`src/rtl/gpi_evt_pkg.sv`:
```
package gpi_evt_pkg;

   // per-input routing code, two bits each in the routing register
   typedef enum logic [1:0] {
      ROUTE_OFF  = 2'b00,
      ROUTE_MGMT = 2'b01,
      ROUTE_CFG  = 2'b10,
      ROUTE_RSVD = 2'b11
   } route_e;

   localparam logic [1:0] ADDR_STATUS = 2'd0;
   localparam logic [1:0] ADDR_LEVEL  = 2'd1;
   localparam logic [1:0] ADDR_ROUTE  = 2'd2;

endpackage

```
`src/rtl/gpi_strobe_gen.sv`:
```
module gpi_strobe_gen #(
   parameter int FAST_DIV = 1
)(
   input  logic clk_i,
   input  logic rst_ni,
   input  logic sleep_i,
   input  logic slow_tick_i,
   output logic sample_en_o
);

   logic fast_tick;

   generate
      if (FAST_DIV < 1) begin : g_bad_div
         $error("gpi_strobe_gen: FAST_DIV must be at least 1");
      end

      if (FAST_DIV == 1) begin : g_every
         assign fast_tick = 1'b1;
      end else begin : g_div
         localparam int DIV_W = $clog2(FAST_DIV);
         localparam logic [DIV_W-1:0] DIV_LAST = DIV_W'(FAST_DIV - 1);
         logic [DIV_W-1:0] div_q;

         always_ff @(posedge clk_i or negedge rst_ni) begin
            if (!rst_ni) begin
               div_q <= '0;
            end else if (div_q == DIV_LAST) begin
               div_q <= '0;
            end else begin
               div_q <= div_q + 1'b1;
            end
         end

         assign fast_tick = (div_q == DIV_LAST);
      end
   endgenerate

   assign sample_en_o = sleep_i ? slow_tick_i : fast_tick;

endmodule

```
`src/rtl/gpi_input_qual.sv`:
```
module gpi_input_qual #(
   parameter int NUM_IN      = 16,
   parameter int SYNC_STAGES = 2
)(
   input  logic              clk_i,
   input  logic              rst_ni,
   input  logic [NUM_IN-1:0] gpi_i,
   input  logic [NUM_IN-1:0] level_inv_i,
   input  logic              sample_en_i,
   output logic [NUM_IN-1:0] qual_o
);

   localparam int LAST = SYNC_STAGES - 1;

   generate
      if (SYNC_STAGES < 2) begin : g_bad_sync
         $error("gpi_input_qual: SYNC_STAGES must be at least 2");
      end
   endgenerate

   logic [NUM_IN-1:0] sync_q [SYNC_STAGES];
   logic [NUM_IN-1:0] active;
   logic [NUM_IN-1:0] hist_new_q;
   logic [NUM_IN-1:0] hist_old_q;

   always_ff @(posedge clk_i or negedge rst_ni) begin
      if (!rst_ni) begin
         for (int s = 0; s < SYNC_STAGES; s++) begin
            sync_q[s] <= '0;
         end
      end else begin
         sync_q[0] <= gpi_i;
         for (int s = 1; s < SYNC_STAGES; s++) begin
            sync_q[s] <= sync_q[s-1];
         end
      end
   end

   assign active = sync_q[LAST] ^ level_inv_i;

   always_ff @(posedge clk_i or negedge rst_ni) begin
      if (!rst_ni) begin
         hist_new_q <= '0;
         hist_old_q <= '0;
      end else if (sample_en_i) begin
         hist_new_q <= active;
         hist_old_q <= hist_new_q;
      end
   end

   // active on two consecutive strobes
   assign qual_o = hist_new_q & hist_old_q;

endmodule

```
`src/rtl/gpi_status_bank.sv`:
```
module gpi_status_bank #(
   parameter int NUM_IN = 16
)(
   input  logic              clk_i,
   input  logic              rst_ni,
   input  logic [NUM_IN-1:0] qual_i,
   input  logic [NUM_IN-1:1] clr_i,
   output logic [NUM_IN-1:0] status_o
);

   generate
      for (genvar i = 0; i < NUM_IN; i++) begin : g_bit
         if (i == 0) begin : g_live
            assign status_o[i] = qual_i[i];
         end else begin : g_sticky
            logic st_q;
            always_ff @(posedge clk_i or negedge rst_ni) begin
               if (!rst_ni) begin
                  st_q <= 1'b0;
               end else begin
                  // set wins over a simultaneous clear
                  st_q <= (st_q & ~clr_i[i]) | qual_i[i];
               end
            end
            assign status_o[i] = st_q;
         end
      end
   endgenerate

endmodule

```
`src/rtl/gpi_irq_router.sv`:
```
module gpi_irq_router
   import gpi_evt_pkg::*;
#(
   parameter int NUM_IN = 16,
   localparam int ROUTE_W = 2 * NUM_IN
)(
   input  logic [ROUTE_W-1:0] route_i,
   input  logic [NUM_IN-1:0]  status_i,
   output logic               irq_mgmt_o,
   output logic               irq_cfg_o
);

   logic [NUM_IN-1:0] hit_mgmt;
   logic [NUM_IN-1:0] hit_cfg;

   generate
      for (genvar i = 0; i < NUM_IN; i++) begin : g_route
         route_e sel;
         assign sel         = route_e'(route_i[2*i +: 2]);
         assign hit_mgmt[i] = status_i[i] && (sel == ROUTE_MGMT);
         assign hit_cfg[i]  = status_i[i] && (sel == ROUTE_CFG);
      end
   endgenerate

   assign irq_mgmt_o = |hit_mgmt;
   assign irq_cfg_o  = |hit_cfg;

endmodule

```
`src/rtl/gpi_event_router.sv`:
```
module gpi_event_router
   import gpi_evt_pkg::*;
#(
   parameter int NUM_IN      = 16,
   parameter int SYNC_STAGES = 2,
   parameter int FAST_DIV    = 1,
   localparam int REG_W      = 2 * NUM_IN
)(
   input  logic              clk_i,
   input  logic              rst_ni,
   input  logic              sleep_i,
   input  logic              slow_tick_i,
   input  logic [NUM_IN-1:0] gpi_i,
   input  logic [1:0]        reg_addr_i,
   input  logic              reg_we_i,
   input  logic [REG_W-1:0]  reg_wdata_i,
   output logic [REG_W-1:0]  reg_rdata_o,
   output logic              irq_mgmt_o,
   output logic              irq_cfg_o
);

   generate
      if (NUM_IN < 2 || NUM_IN > 32) begin : g_bad_width
         $error("gpi_event_router: NUM_IN must lie in 2..32");
      end
   endgenerate

   logic [NUM_IN-1:0] level_q;
   logic [REG_W-1:0]  route_q;
   logic              sample_en;
   logic [NUM_IN-1:0] qual;
   logic [NUM_IN-1:0] status_view;
   logic [NUM_IN-1:1] clr_mask;

   always_ff @(posedge clk_i or negedge rst_ni) begin
      if (!rst_ni) begin
         level_q <= '0;
         route_q <= '0;
      end else if (reg_we_i) begin
         if (reg_addr_i == ADDR_LEVEL) level_q <= reg_wdata_i[NUM_IN-1:0];
         if (reg_addr_i == ADDR_ROUTE) route_q <= reg_wdata_i;
      end
   end

   assign clr_mask = (reg_we_i && reg_addr_i == ADDR_STATUS)
                   ? reg_wdata_i[NUM_IN-1:1] : '0;

   always_comb begin
      reg_rdata_o = '0;
      case (reg_addr_i)
         ADDR_STATUS: reg_rdata_o[NUM_IN-1:0] = status_view;
         ADDR_LEVEL:  reg_rdata_o[NUM_IN-1:0] = level_q;
         ADDR_ROUTE:  reg_rdata_o             = route_q;
         default:     reg_rdata_o             = '0;
      endcase
   end

   gpi_strobe_gen #(
      .FAST_DIV (FAST_DIV)
   ) u_strobe (
      .clk_i       (clk_i),
      .rst_ni      (rst_ni),
      .sleep_i     (sleep_i),
      .slow_tick_i (slow_tick_i),
      .sample_en_o (sample_en)
   );

   gpi_input_qual #(
      .NUM_IN      (NUM_IN),
      .SYNC_STAGES (SYNC_STAGES)
   ) u_qual (
      .clk_i       (clk_i),
      .rst_ni      (rst_ni),
      .gpi_i       (gpi_i),
      .level_inv_i (level_q),
      .sample_en_i (sample_en),
      .qual_o      (qual)
   );

   gpi_status_bank #(
      .NUM_IN (NUM_IN)
   ) u_status (
      .clk_i    (clk_i),
      .rst_ni   (rst_ni),
      .qual_i   (qual),
      .clr_i    (clr_mask),
      .status_o (status_view)
   );

   gpi_irq_router #(
      .NUM_IN (NUM_IN)
   ) u_router (
      .route_i    (route_q),
      .status_i   (status_view),
      .irq_mgmt_o (irq_mgmt_o),
      .irq_cfg_o  (irq_cfg_o)
   );

endmodule

```
`config.mk`:
```
export PLATFORM = sky130hd
export DESIGN_NAME = gpi_event_router
export DESIGN_NICKNAME = d
export VERILOG_FILES = /design/src/rtl/gpi_evt_pkg.sv /design/src/rtl/gpi_strobe_gen.sv /design/src/rtl/gpi_input_qual.sv /design/src/rtl/gpi_status_bank.sv /design/src/rtl/gpi_irq_router.sv /design/src/rtl/gpi_event_router.sv
export SDC_FILE = /design/constraint.sdc
export NUM_CORES = 1
export LEC_CHECK = 0
export BUFFER_PORTS_ARGS = -buffer_cell sky130_fd_sc_hd__buf_2
export CAP_MARGIN = 25
export CORE_UTILIZATION = 40
export DETAILED_ROUTE_END_ITERATION = 8
export PLACE_DENSITY = 0.56
export SLEW_MARGIN = 25
export SYNTH_ARGS = -nofsm -noshare
export SYNTH_HDL_FRONTEND = slang
export SYNTH_SLANG_ARGS = --single-unit
export TNS_END_PERCENT = 20
```
`constraint.sdc`:
```
create_clock -name clk_i -period 1.1 [get_ports clk_i]
set_input_delay 0.11 -clock clk_i [delete_from_list [all_inputs] [get_ports clk_i]]
set_output_delay 0.11 -clock clk_i [all_outputs]
set_load 0.01 [all_outputs]
```
## After elaboration in Yosys (flattened, before gate mapping)

Cells that the tools add are included.

- Flip-flop bits (word level): 127
- Word-level logic and storage cells: 144

- Equality and inequality tests: 34
- Mux-type cells: 4
- Bitwise gates (word level): 47
- Reductions and logical operators: 38

Operators with widths:

| kind | count |
|---|---|
| $pmux W16 S3 | 1 |
| $eq A2 B1 Y1 const B | 17 |
| $eq A2 B2 Y1 const B | 17 |
| $logic_and A1 B1 Y1 | 33 |
| $reduce_or A16 Y1 | 2 |
| $and A16 B16 Y16 | 1 |
| $mux W16 | 1 |
| $xor A16 B16 Y16 | 1 |
| $and A1 B1 Y1 | 15 |
| $mux W15 | 1 |
| $not A1 Y1 | 15 |
| $or A1 B1 Y1 | 15 |
| $reduce_and A2 Y1 | 2 |
| $logic_not A2 Y1 | 1 |
| $mux W1 | 1 |

## Depth between registers and ports, before layout

Gate-level depths: netlist of run 1.

- Depth after elaboration: 6
- Gate-level depth with buffers: 5
- Depth with buffers taken out: 4

## Hierarchy

Synthesis of run 1 repeated with hierarchy kept, for this count alone.

- Cell total of the unflattened synthesis: 436
- Area, all modules: 5677.9 sq um

Modules (own cells, without submodules):

| module | times used | cells each | area an instance (sq um) | seq. area each (sq um) |
|---|---|---|---|---|
| gpi_event_router | 1 | 176 | 2502.4 | 1201.2 |
| gpi_input_qual | 1 | 149 | 2223.4 | 1601.5 |
| gpi_status_bank | 1 | 61 | 664.4 | 375.4 |
| gpi_irq_router | 1 | 49 | 281.5 | 0.0 |
| gpi_strobe_gen | 1 | 1 | 6.3 | 0.0 |

## Worst setup path before layout of run 1

No wires, ideal clock.

- Path type: input port to flip-flop
- From: input reg_addr_i[1]
- To: register route_q[10]
- Data arrival time: 0.991 ns
- Required time: 0.975 ns
- Path slack: -0.016 ns
- Cell stages on the path: 5
- Path buffers: 2
- Path through: buf_4 > and2b_4 > nand2_4 > buf_6 > mux2_4

- Word-level cells in the longest chain between the ends: 2

Ends and longest elaborated chain:

| item | line | RTL |
|---|---|---|
| from (decl) | gpi_event_router.sv:14 | `input logic [1:0] reg_addr_i,` |
| $eq A2 B2 Y1 | gpi_event_router.sv:41 | `if (reg_addr_i == ADDR_ROUTE) route_q <= reg_wdata_i;` |
| $reduce_and A2 Y1 (no line) | n/a |  |
| to (signal assigned) | gpi_event_router.sv:41 |  |
| to (decl) | gpi_event_router.sv:29 | `logic [REG_W-1:0] route_q;` |

Every way passes these cells.
A chain may end at the register's enable or synchronous reset.

## Worst setup path after layout of run 1

- From: register u_status.g_bit[7].g_sticky.st_q
- To: output irq_cfg_o

- Word-level cells in the longest chain between the ends: 2

Ends and longest elaborated chain:

| item | line | RTL |
|---|---|---|
| from (decl) | gpi_status_bank.sv:16 | `logic st_q;` |
| from (signal assigned) | gpi_status_bank.sv:22 | `st_q <= (st_q & ~clr_i[i]) \| qual_i[i];` |
| $logic_and A1 B1 Y1 | gpi_irq_router.sv:21 | `assign hit_cfg[i] = status_i[i] && (sel == ROUTE_CFG);` |
| $reduce_or A16 Y1 | gpi_irq_router.sv:26 | `assign irq_cfg_o = \|hit_cfg;` |
| to (decl) | gpi_event_router.sv:19 | `output logic irq_cfg_o` |

Every way passes these cells.

==> impl_metrics.env, run 1 <==
export IMPL_antenna_cells=0
export IMPL_die_height_um=118
export IMPL_grt_antenna_before_repair=0
export IMPL_rrSetupSlack_ps=80
export IMPL_hold_violations=0
export IMPL_relSlewSlack=0.741
export IMPL_min_path_type="input port to async pin"
export IMPL_synth_top_flop_cell="dfrtp_1"
export IMPL_post_dp_cell_area_um2=6620
export IMPL_status="finished, violations left"
export IMPL_drc_errors=0
export IMPL_cts_max_level=4
export IMPL_cap_violations=0
export IMPL_insertion_delay_ps=420
export IMPL_synth_top_family_by_area="multiplexers"
export IMPL_dieArea_um2=13800
export IMPL_start_util=0.417
export IMPL_vias=3898
export IMPL_die_x_um=118
export IMPL_ys_top_cells_by_count="dfrtp_1, nand2_1, mux2_2"
export IMPL_wl_per_cell_um=16.4
export IMPL_r2r_end="route_q[26]"
export IMPL_endpoint_kind="output port"
export IMPL_totalWireLength_mm=13.3
export IMPL_syn_inst=410
export IMPL_crit_top_cell="nand2_1"
export IMPL_multi_input_area_um2=2090
export IMPL_dr_pass1_iters=4
export IMPL_pin_count=89
export IMPL_synthMuxAreaShare=0.184
export IMPL_cts_tree="yes"
export IMPL_worstSetupPathType="flip-flop to output port"
export IMPL_synth_nets=465
export IMPL_timing_fmax_mhz=603
export IMPL_path_cells="nand2_1, o22ai_1, nor4_1, nand2_1, buf_2"
export IMPL_timing_rr_start="route_q[26]"
export IMPL_maxSlewViolCount=0
export IMPL_grt_pass1_wl_mm=21.3
export IMPL_synth_top_area_frac=0.594
export IMPL_area_growth_pct=47.2
export IMPL_rr_worst_depth=3
export IMPL_dp_hpwl_mm=9.35
export IMPL_ff_latch_area_um2=3180
export IMPL_clock_sinks=127
export IMPL_ir_worst_vdd_v=0.000977
export IMPL_synth_edf_count=0
export IMPL_rows=41
export IMPL_finalSetupViolations=34
export IMPL_fin_crit_sh=1.51
export IMPL_synth_seq_cells=127
export IMPL_synthAdderAreaFrac=0
export IMPL_synth_compound_area_frac=0.0692
export IMPL_num_nets_final=678
export IMPL_synth_xor_xnor_area_share=0.0262
export IMPL_finalPower_w=0.0147
export IMPL_grt_max_degree=30
export IMPL_viasPerCell=4.82
export IMPL_cp_arrival_ps=1550
export IMPL_clock_root_buffer="clkbuf_16"
export IMPL_gp_congestion=0.811
export IMPL_clkTransAtPathRegs_ps=60
export IMPL_ys_seq_area_frac=0.594
export IMPL_power_density_nw_per_um2=1870
export IMPL_nFillCells=1015
export IMPL_core_area_um2=12800
export IMPL_worstMarginPinSlew_ps=388
export IMPL_slowest_stage="dfrtp_1"
export IMPL_skew_ps=6.38
export IMPL_drive_gt1_frac=0.428
export IMPL_cts_made_buffers=17
export IMPL_synthTopCellsByArea="dfrtp_1, mux2_4, mux2_2, nand2_1, mux2i_1"
export IMPL_clk_path_buf_depth=2
export IMPL_synth_simple_area_share=0.105
export IMPL_rsz0062_at_grt="true"
export IMPL_hold_slack_ps=161
export IMPL_grt_total_usage=0.206
export IMPL_required_ps=990
export IMPL_avgSynthCellArea_um2=13.1
export IMPL_ant_nets=0
export IMPL_fin_crit_ps=1660
export IMPL_critPathMaxFanout=3
export IMPL_grt_pass1_vias=4072
export IMPL_yosysTopAreaCell="dfrtp_1"
export IMPL_synth_most_common_cell="dfrtp_1"
export IMPL_first_iter_violations=195
export IMPL_fin_area_um2=7880
export IMPL_max_stage_delay_ps=440
export IMPL_violations="negative setup slack"
export IMPL_synth_async_reset_ratio=1.00
export IMPL_overflow=0
export IMPL_ys_types=28
export IMPL_layout_setup_ws_ps=-559
export IMPL_io_buffers=88
export IMPL_total_leakage_power_nw=3.72
export IMPL_critPathLaunchType="flip-flop"
export IMPL_ys_warn_count=0
export IMPL_syn_cell_area_um2=5350
==> area by class of cell <==
type,instances,share of cell area
clock buffers,22,0.0602
clock inverters,10,0.0141
inverters,1,0.000476
multi-input cells,265,0.266
flip-flops and latches,127,0.404
well taps,172,0.0273
repair buffers,211,0.229
==> registers in the layout, indices dropped and copies added, names as in the netlist <==
name and flops:
route_q 32, u_qual.sync_q 32, level_q 16, u_qual.hist_new_q 16, u_qual.hist_old_q 16, u_status.g_bit.g_sticky.st_q 15
==> through the flow <==
step            util  setup WS, ps  instances  setup TNS (ps)
2_1_floorplan      -          25.4        410               0
3_3_place_gp   0.516          -172        725           -6790
3_5_place_dp   0.516          -181        725           -6990
4_1_cts        0.610          -569        809          -10200
5_1_grt        0.614          -701        808          -11340
6_report       0.614          -559        808           -9340
==> cells by family after synthesis <==
group	Yosys count
compound gates	61
xor+xnor	16
buf+inv	18
flops	127
mux	79
simple gates	109
==> repair_timing <==
action                                  CTS  global route
endpoints found under the setup margin   34            34
hold buffers                             49             0
gates resized for setup                  45            17
pin swaps                                10             9
setup buffers                             3             1
endpoints found under the hold margin   197             0
==> routing by layer <==
metal,routed length (um),global-route usage
met1,6120,0.267
met2,6410,0.327
met3,558,0.0591
met4,194,0.0745
met5,0,0
==> cell usage in the layout, fill, tap and decap left out, types with 19 or more instances in the layout <==
cell type / instances
dfrtp_1: 126
buf_2: 77
nand2_1: 50
dlygate4sd3_1: 49
buf_4: 41
mux2_2: 32
mux2_4: 30
buf_6: 30
o21ai_1: 19
==> critical path, delay by kind of cell, from the launching register on <==
| kind | cells | cell delay, ps |
|---|---|---|
| AND/OR/NAND/NOR | 3 | 470 |
| flip-flops | 1 | 440 |
| buffers and inverters | 1 | 160 |
| AO/OA/AOI/OAI | 1 | 70 |
==> how the worst max path moves through the flow <==
stage | startpoint | endpoint | slack [ps] | cells past startpoint
finish | u_status.g_bit[7].g_sticky.st_q | irq_cfg_o | -560 | 5
global route | route_q[11] | irq_cfg_o | -700 | 5
CTS | route_q[30] | irq_cfg_o | -570 | 5
detailed placement | route_q[11] | irq_cfg_o | -180 | 5
global placement | u_status.g_bit[8].g_sticky.st_q | irq_cfg_o | -170 | 5
floorplan | reg_addr_i[1] | route_q[10] | 30 | 5
==> power by group <==
part	internal (W)	switching [W]
combinational	0.00193	0.00120
clock	0.00350	0.00200
sequential	0.00546	0.000622
total	0.0109	0.00381
(Power assumes the default switching activity.)
==> run 2, diff against run 1 <==
Settings changed: CELL_PAD_IN_SITES_DETAIL_PLACEMENT set to 0, CELL_PAD_IN_SITES_GLOBAL_PLACEMENT set to 1, PLACE_DENSITY 0.56 to 0.67.
==> run 2 against run 1 <==
The flow still finishes with violations (negative setup slack). Total power is 1.4% lower. Sequential share of layout area up 0.46 points. Global-route usage fell by 0.098 points. Fmax is 0.24% higher. Final area down 1.1%. Critical path type unchanged. Critical endpoint unchanged. Largest cell class unchanged. Largest power group unchanged.
==> impl_metrics.env, run 2 (synthesis gave the netlist of run 1 again) <==
export IMPL_path_cells="nand2_2, o22ai_2, nor4_1, nand2_1, buf_2"
export IMPL_cts_made_buffers=17
export IMPL_timing_fmax_mhz=604
export IMPL_grt_pass1_wl_mm=21.4
export IMPL_layout_commonest_cell="dfrtp_1"
export IMPL_fin_crit_sh=1.50
export IMPL_total_leakage_power_nw=3.65
export IMPL_ant_nets=0
export IMPL_clock_root_buffer="clkbuf_16"
export IMPL_worstSetupPathType="flip-flop to output port"
export IMPL_die_x_um=118
export IMPL_num_nets_final=670
export IMPL_grt_total_usage=0.205
export IMPL_slowest_stage="dfrtp_2"
export IMPL_critPathBufInv=1
export IMPL_dp_hpwl_mm=8.90
export IMPL_die_height_um=118
export IMPL_cp_arrival_ps=1550
export IMPL_finalPower_w=0.0145
export IMPL_wl_per_cell_um=16.4
export IMPL_dieArea_um2=13800
export IMPL_power_density_nw_per_um2=1860
export IMPL_insertion_delay_ps=410
export IMPL_clock_sinks=127
export IMPL_required_ps=990
export IMPL_hold_violations=0
export IMPL_ir_worst_vdd_v=0.00138
export IMPL_multi_input_area_um2=2150
export IMPL_worstMarginPinSlew_ps=333
export IMPL_rr_worst_depth=3
export IMPL_cts_tree="yes"
export IMPL_drive_gt1_frac=0.434
export IMPL_ff_latch_area_um2=3180
export IMPL_cpLargestDelayFamily="flip-flops"
export IMPL_min_path_type="input port to async pin"
export IMPL_clkTransAtPathRegs_ps=50
export IMPL_pin_count=89
export IMPL_overflow=0
export IMPL_endpoint_kind="output port"
export IMPL_violations="negative setup slack"
export IMPL_drc_errors=0
export IMPL_dp_slack_ps=-207
export IMPL_crit_cells=5
export IMPL_finalSetupViolations=34
export IMPL_fin_crit_ps=1660
export IMPL_status="finished, violations left"
export IMPL_grt_pass1_vias=3998
export IMPL_cap_violations=0
export IMPL_antenna_cells=0
export IMPL_max_stage_delay_ps=450
export IMPL_io_buffers=88
export IMPL_rsz0062_at_grt="true"
export IMPL_viasPerCell=4.80
export IMPL_rows=41
export IMPL_first_iter_violations=182
export IMPL_skew_ps=5.41
export IMPL_clk_path_buf_depth=2
export IMPL_maxSlewViolCount=0
export IMPL_gp_congestion=0.764
export IMPL_area_growth_pct=45.5
export IMPL_vias=3824
export IMPL_nFillCells=1029
export IMPL_reg_top3="route_q (32), u_qual.sync_q (32)"
export IMPL_grt_max_degree=62
export IMPL_start_util=0.417
export IMPL_critPathMaxFanout=3
export IMPL_dr_pass1_iters=4
export IMPL_critPathLaunchType="flip-flop"
export IMPL_grt_antenna_before_repair=0
export IMPL_cts_max_level=4
export IMPL_totalWireLength_mm=13.0
export IMPL_layout_common_cells="dfrtp_1, buf_2, dlygate4sd3_1"
export IMPL_core_area_um2=12800
export IMPL_relSlewSlack=0.778
export IMPL_layout_setup_ws_ps=-555
## run 2: layer usage
layer	vias up	GRT usage	part of all wire
met2	78	0.315	0.48
met1	1891	0.274	0.47
met3	12	0.0615	0.039
met5	-	0	0
met4	0	0.0713	0.013
li1	1843	-	-
## run 2: what timing repair did
action,in CTS,in global routing
endpoints found under the setup margin,34,34
gates resized for setup,56,18
hold endpoints to repair,195,0
cloned,0,0
pin swaps,7,10
buffers inserted,3,3
hold buffers,49,0
## run 2: area by class of cell
class	count	share of cell area
clock buffers	21	0.0578
clock inverters	8	0.0119
inverters	1	0.000482
multi-input cells	265	0.276
flip-flops and latches	127	0.408
well taps	172	0.0276
repair buffers	203	0.218
## run 2: worst paths after layout
| check | startpoint | endpoint | slack, ps |
|---|---|---|---|
| setup / recovery | u_status.g_bit[8].g_sticky.st_q | irq_cfg_o | -560 |
| hold / removal | rst_ni | u_qual.hist_new_q[11] | 50 |
| setup reg to reg | route_q[5] | route_q[5] | 70 |
| hold reg to reg | u_qual.sync_q[21] | u_qual.sync_q[5] | 350 |
| max in group asynchronous | rst_ni | u_status.g_bit[8].g_sticky.st_q | 510 |
| min in group clk_i | sleep_i | u_qual.hist_new_q[6] | 190 |
## run 2: through the flow
step | instances | hold slack [ps] | area [um2] | util | setup TNS (ps)
3_5_place_dp | 715 | -66.4 | 6500 | 0.507 | -6030
2_1_floorplan | 410 | -186 | 5370 | - | 0
6_report | 797 | 50.4 | 7790 | 0.607 | -9250
3_3_place_gp | 715 | -68.8 | 6500 | 0.507 | -5670
4_1_cts | 795 | 44.4 | 7710 | 0.601 | -9830
5_1_grt | 797 | 44.9 | 7790 | 0.607 | -11360
## run 2: power by group
part / switching (W) / internal (W)
sequential: 0.000648 / 0.00547
clock: 0.00192 / 0.00333
combinational: 0.00120 / 0.00194
total: 0.00377 / 0.0107
